### src/rtl/burst2_sram.sv
module burst2_sram #(
  parameter int DATA_W = 18,
  parameter int BYTE_W = 9,
  parameter int ADDR_W = 5
) (
  input  logic                       clk,
  input  logic                       rst_n,
  input  logic                       rd_req,
  input  logic                       wr_req,
  input  logic [ADDR_W-1:0]          addr,
  input  logic [DATA_W-1:0]          wdata,
  input  logic [DATA_W/BYTE_W-1:0]   wbe,
  output logic [DATA_W-1:0]          rdata,
  output logic                       rvalid
);
  localparam int LANES = DATA_W / BYTE_W;
  localparam int DEPTH = 2 ** (ADDR_W + 1);

  logic [DATA_W-1:0] mem [DEPTH];
  logic              rd_ph1, rd_ph2, wr_ph1, wr_ph2;
  logic [ADDR_W-1:0] ra, wa;
  logic [DATA_W-1:0] b0d;
  logic [LANES-1:0]  b0e;

  function automatic logic [DATA_W-1:0] merge(input logic [DATA_W-1:0] old,
                                               input logic [DATA_W-1:0] nw,
                                               input logic [LANES-1:0]  be);
    logic [DATA_W-1:0] r;
    r = old;
    for (int i = 0; i < LANES; i++)
      if (be[i]) r[i*BYTE_W +: BYTE_W] = nw[i*BYTE_W +: BYTE_W];
    return r;
  endfunction

  logic rd_go, wr_go, hit;
  logic [DATA_W-1:0] word0, word1;

  assign rd_go = rd_req & ~rd_ph1;
  assign wr_go = wr_req & ~wr_ph1 & ~rd_go;
  assign hit   = wr_ph2 && (wa == ra);
  assign word0 = hit ? merge(mem[{ra, 1'b0}], b0d, b0e) : mem[{ra, 1'b0}];
  assign word1 = mem[{ra, 1'b1}];

  always_ff @(posedge clk) begin
    if (!rst_n) begin
      rd_ph1 <= 1'b0;
      rd_ph2 <= 1'b0;
      wr_ph1 <= 1'b0;
      wr_ph2 <= 1'b0;
      rvalid <= 1'b0;
      rdata  <= '0;
      ra     <= '0;
      wa     <= '0;
      b0d    <= '0;
      b0e    <= '0;
    end else begin
      rd_ph1 <= rd_go;
      rd_ph2 <= rd_ph1;
      wr_ph1 <= wr_go;
      wr_ph2 <= wr_ph1;
      if (rd_go) ra <= addr;
      if (wr_go) wa <= addr;
      if (wr_ph1) begin
        b0d <= wdata;
        b0e <= wbe;
      end
      rvalid <= rd_ph1 | rd_ph2;
      if (rd_ph1)      rdata <= word0;
      else if (rd_ph2) rdata <= word1;
    end
  end

  always_ff @(posedge clk) begin
    if (wr_ph2) begin
      mem[{wa, 1'b0}] <= merge(mem[{wa, 1'b0}], b0d, b0e);
      mem[{wa, 1'b1}] <= merge(mem[{wa, 1'b1}], wdata, wbe);
    end
  end
endmodule

### config.mk
export PLATFORM = sky130hd
export DESIGN_NAME = burst2_sram
export DESIGN_NICKNAME = d
export VERILOG_FILES = /design/src/rtl/burst2_sram.sv
export SDC_FILE = /design/constraint.sdc
export NUM_CORES = 1
export LEC_CHECK = 0
export BUFFER_PORTS_ARGS = -buffer_cell sky130_fd_sc_hd__buf_2
export CAP_MARGIN = 20
export CORE_ASPECT_RATIO = 0.9
export CORE_MARGIN = 2
export CORE_UTILIZATION = 45
export DETAILED_ROUTE_END_ITERATION = 12
export PLACE_DENSITY_LB_ADDON = 0.3
export SLEW_MARGIN = 10
export SYNTH_ARGS = -nofsm -noshare
export SYNTH_HDL_FRONTEND = slang
export SYNTH_SLANG_ARGS = --single-unit
### constraint.sdc
create_clock -name clk -period 4 [get_ports clk]
set_clock_uncertainty 0.15 [all_clocks]
set_input_delay 0.6 -clock clk [delete_from_list [all_inputs] [get_ports clk]]
set_output_delay 0.6 -clock clk [all_outputs]
set_load 0.02 [all_outputs]
==> summary by stage <==
Status
The flow ran to the end, and the final reports show no timing, DRC or antenna violations.

Synth
The count of yosys warnings during synthesis is 0. The mapped netlist covers 0.04756 mm2. The proportion of synthesized flip-flops having asynchronous set or reset is 0.

In this run, synthesis produced a sequential element count of 1210. The mean post-synth cell area is between 15 and 20 um2. The commonest register cell after synthesis is sky130_fd_sc_hd__edfxtp_1. The number of flops mapped to enable cells by yosys is around 1200. Of the synthesized area, sequential elements account for 0.7518.

The post-synth net total is 2557. Counting distinct cell types in the post-synthesis netlist gives 46. After technology mapping, the gate count stands at 2528.

Clocking
The clock transition at the register clock pins on the worst setup and hold paths after CTS is 0.06 ns. The clock reaches the later pin of the worst-skew pair after around 0.70 ns. The buffer count from post-CTS setup fixing is 0.

TritonCTS built the clock tree. In this run the number of H-tree levels came out at 3. The number of clock sinks is 1210.

The cell sitting at the root of the clock tree is a sky130_fd_sc_hd__clkbuf_16. The number of clock buffers added by TritonCTS is 116. The maximum buffer depth of the clock tree is 3.

Gates resized during post-CTS repair numbered 0. For this design, the CTS-stage hold fixing added 0 buffers.

Placement
Summed over all nets, the half-perimeter wirelength after detailed placement is roughly 72000 um. At the end of routability-driven placement, the weighted congestion stood at 0.8463. The placed cell count is 3948.

The number of port buffers is 47.

Detailed routing
The detailed-router iteration count before antenna repair is 6. For this block, the initial DRC count from the detailed router was 3029. The post-detailed-route count of antenna-violating nets is 0. The wire length after detailed routing is around 120000 um.

Dividing the detail-routed wire length by the instance count gives between 20 and 30 um. In the routed layout, each cell is associated on average with a via count of 5.858. The number of remaining DRC errors is 0.

The vias after detailed routing is ~24000.

Floorplanning
The total number of placement rows is 113. The die is 312.4 um tall. The starting density of the core is 0.4521.

The floorplan step set the die width to 346.7 um. 48 I/O pins were placed. The die footprint is 0.1083 mm2.

The area of the placeable core is 0.1052 mm2.

STA
The highest attainable clock frequency is 0.3228 GHz. On the final layout, the worst hold slack is 0.1116 ns. The final hold violation count is 0.

The worst pin sits at a relative slew slack of 0.2673. The final critical-path share of the clock period is 0.7745. The shortest clock period the worst path allows after layout is 3.098 ns. The final-layout setup total negative slack is 0 ns. Setup violations remaining at the end of the flow were counted as 0. The number of pins with negative max-slew slack in the final report is 0. Setup repair after global routing left no endpoint under its margin.

At the pin with the least slew margin, the transition time is 1.095 ns.

Worst setup path
The minimum setup slack among reg-to-reg paths is around 0.9 ns. The kind of start point of the critical path is a flip-flop. The biggest fanout along the worst timing path is 32.

Walking the worst path, the cells encountered are nor2b_4 > buf_4 > a22oi_1 > a21oi_1 > a21oi_1 > nand2_1 > a311oi_1. The critical path runs through a total of 7 cells. For this run, the slowest stage of the critical path takes ~0.80 ns. The cell seen most often among critical-path stages is sky130_fd_sc_hd__a21oi_1. The largest individual stage delay along the critical path comes from the cell sky130_fd_sc_hd__nor2b_4. Together, buffers and inverters on the worst path number 1. The critical path data arrival time is 3.49 ns. The type of the worst setup path is flip-flop to flip-flop.

The top cell family by delay on the critical path is simple AND/OR/NAND/NOR gates. The number of cells on the worst reg-to-reg path is 7. Data on the critical path is required at its endpoint by 4.39 ns.

The kind of end point of the critical path is a flip-flop.

Finish
Leaving out fill and tap cells, the most frequent cells in the layout are 1152 x sky130_fd_sc_hd__edfxtp_1, 312 x sky130_fd_sc_hd__mux2i_1, 160 x sky130_fd_sc_hd__mux4_2. After the flow finishes, the layout carries non-filler instances totaling 4173. The number of fill cells in the layout is 8387. 0 antenna diodes ended up in the layout. In the final design database the tool counted 2720 nets. The synthesis-to-finish area growth is 13.22%. Leaving out fill and tap cells, the most frequent cell in the layout is sky130_fd_sc_hd__edfxtp_1. Registers take about 0.036 mm2. The area used by multi-input combinational logic is between 0.01 and 0.015 mm2. In the final layout, the share of cells above drive strength 1 is 0.2048.

Global route
The all-layer global routing usage is 0.2133. The number of global-route vias before repair is 24350. Entering global routing, the biggest net connects between 100 and 150 pins. The initial antenna violation count is 4. The first global-routing pass estimated 168900 um of wire. Global routing finished with a remaining overflow of 0.

Job
Across the run, the number of max-cap violations was 0.

Worst hold path
In this run the worst hold path is classified as primary input to flip-flop. Counting instances, the worst hold path has a depth of 3.

Power and ir drop
For this design the static power due to leakage is 0.01604 uW. The worst voltage drop across the vdd grid is 374.7 uV. The cell area power density is just under 500 mW/mm2.
==> power by group <==
part	internal (uW)	switching [uW]	leakage, uW
combinational	436	796	0.00382
sequential	13900	80.8	0.0102
clock	6800	4660	0.00198
==> layout make-up <==
cell class                      instances  area share
Sequential cell                      1210      0.6643
Timing Repair Buffer                  201     0.02886
Tap cell                             1380     0.03207
Multi-Input combinational cell       1161      0.1997
Inverter                                1  0.00006971
Clock inverter                         74     0.01576
Clock buffer                          146     0.05926
==> path summary, 6_finish.rpt <==
kind	to	from
worst max-delay path	rdata[2]	flip-flop
worst min-delay path	flip-flop	addr[3]
worst max register to register	rdata[2]	flip-flop
worst min register to register	ra[4]	ra[4]
==> stage by stage <==
| stage | worst slack (ns) | area, um2 | util | total power [uW] |
|---|---|---|---|---|
| 6_report | 0.9019 | 53840 | 0.5119 | 26640 |
| 5_1_grt | 0.7910 | 53840 | 0.5119 | 27390 |
| 4_1_cts | 0.8919 | 53780 | 0.5112 | 26810 |
| 2_1_floorplan | 1.896 | 47560 | - | 14970 |
| 3_3_place_gp | 0.9447 | 49710 | 0.4726 | 15420 |
| 3_5_place_dp | 0.9274 | 49740 | 0.4728 | 15450 |
==> cells by family (layout without fill, tap and decap cells) <==
group           after synthesis  after routing  synth area share
simple gates                349            349           0.03284
mux                         494            494            0.1489
xor+xnor                      5              5         0.0009208
buf+inv                     157            422           0.02252
compound gates              313            313           0.04302
flops                      1210           1210            0.7518
==> worst min-delay path, stage by stage <==
cell and delay (ns):
sky130_fd_sc_hd__buf_2 0.13, sky130_fd_sc_hd__nand2_1 0.06, sky130_fd_sc_hd__a21boi_0 0.11
==> metal layers <==
metal  share of wire  vias to the layer above  wire length, um  track usage
li1                -                    10480                -            -
met1            0.43                    12700            49660       0.3195
met2            0.45                     1083            52390       0.3198
met3           0.090                      182            10430      0.04255
met4           0.024                        4             2803      0.05939
met5         0.00018                        -               21            0
==> registers in the layout, indices dropped and copies added, names as in the netlist, named ones only <==
register / count
mem: 1152
b0d: 18
rdata: 18
ra: 5
wa: 5
b0e: 2
rd_ph1: 1
rd_ph2: 1
rvalid: 1
wr_ph1: 1
wr_ph2: 1
==> cell usage after synthesis (31+ instances only) <==
cell type	instances	area [um2]
sky130_fd_sc_hd__mux2i_1	312	3123
sky130_fd_sc_hd__a21oi_1	87	435.4
sky130_fd_sc_hd__nor2b_1	51	319.1
sky130_fd_sc_hd__nand2_1	113	424.2
sky130_fd_sc_hd__a22oi_1	106	795.8
sky130_fd_sc_hd__nor2_1	141	529.3
sky130_fd_sc_hd__edfxtp_1	1152	34590
sky130_fd_sc_hd__clkbuf_1	50	187.7
sky130_fd_sc_hd__mux4_2	160	3603
sky130_fd_sc_hd__dfxtp_1	58	1161
sky130_fd_sc_hd__a211oi_1	31	232.7
No activity file was read; power rests on OpenSTA's default activity.
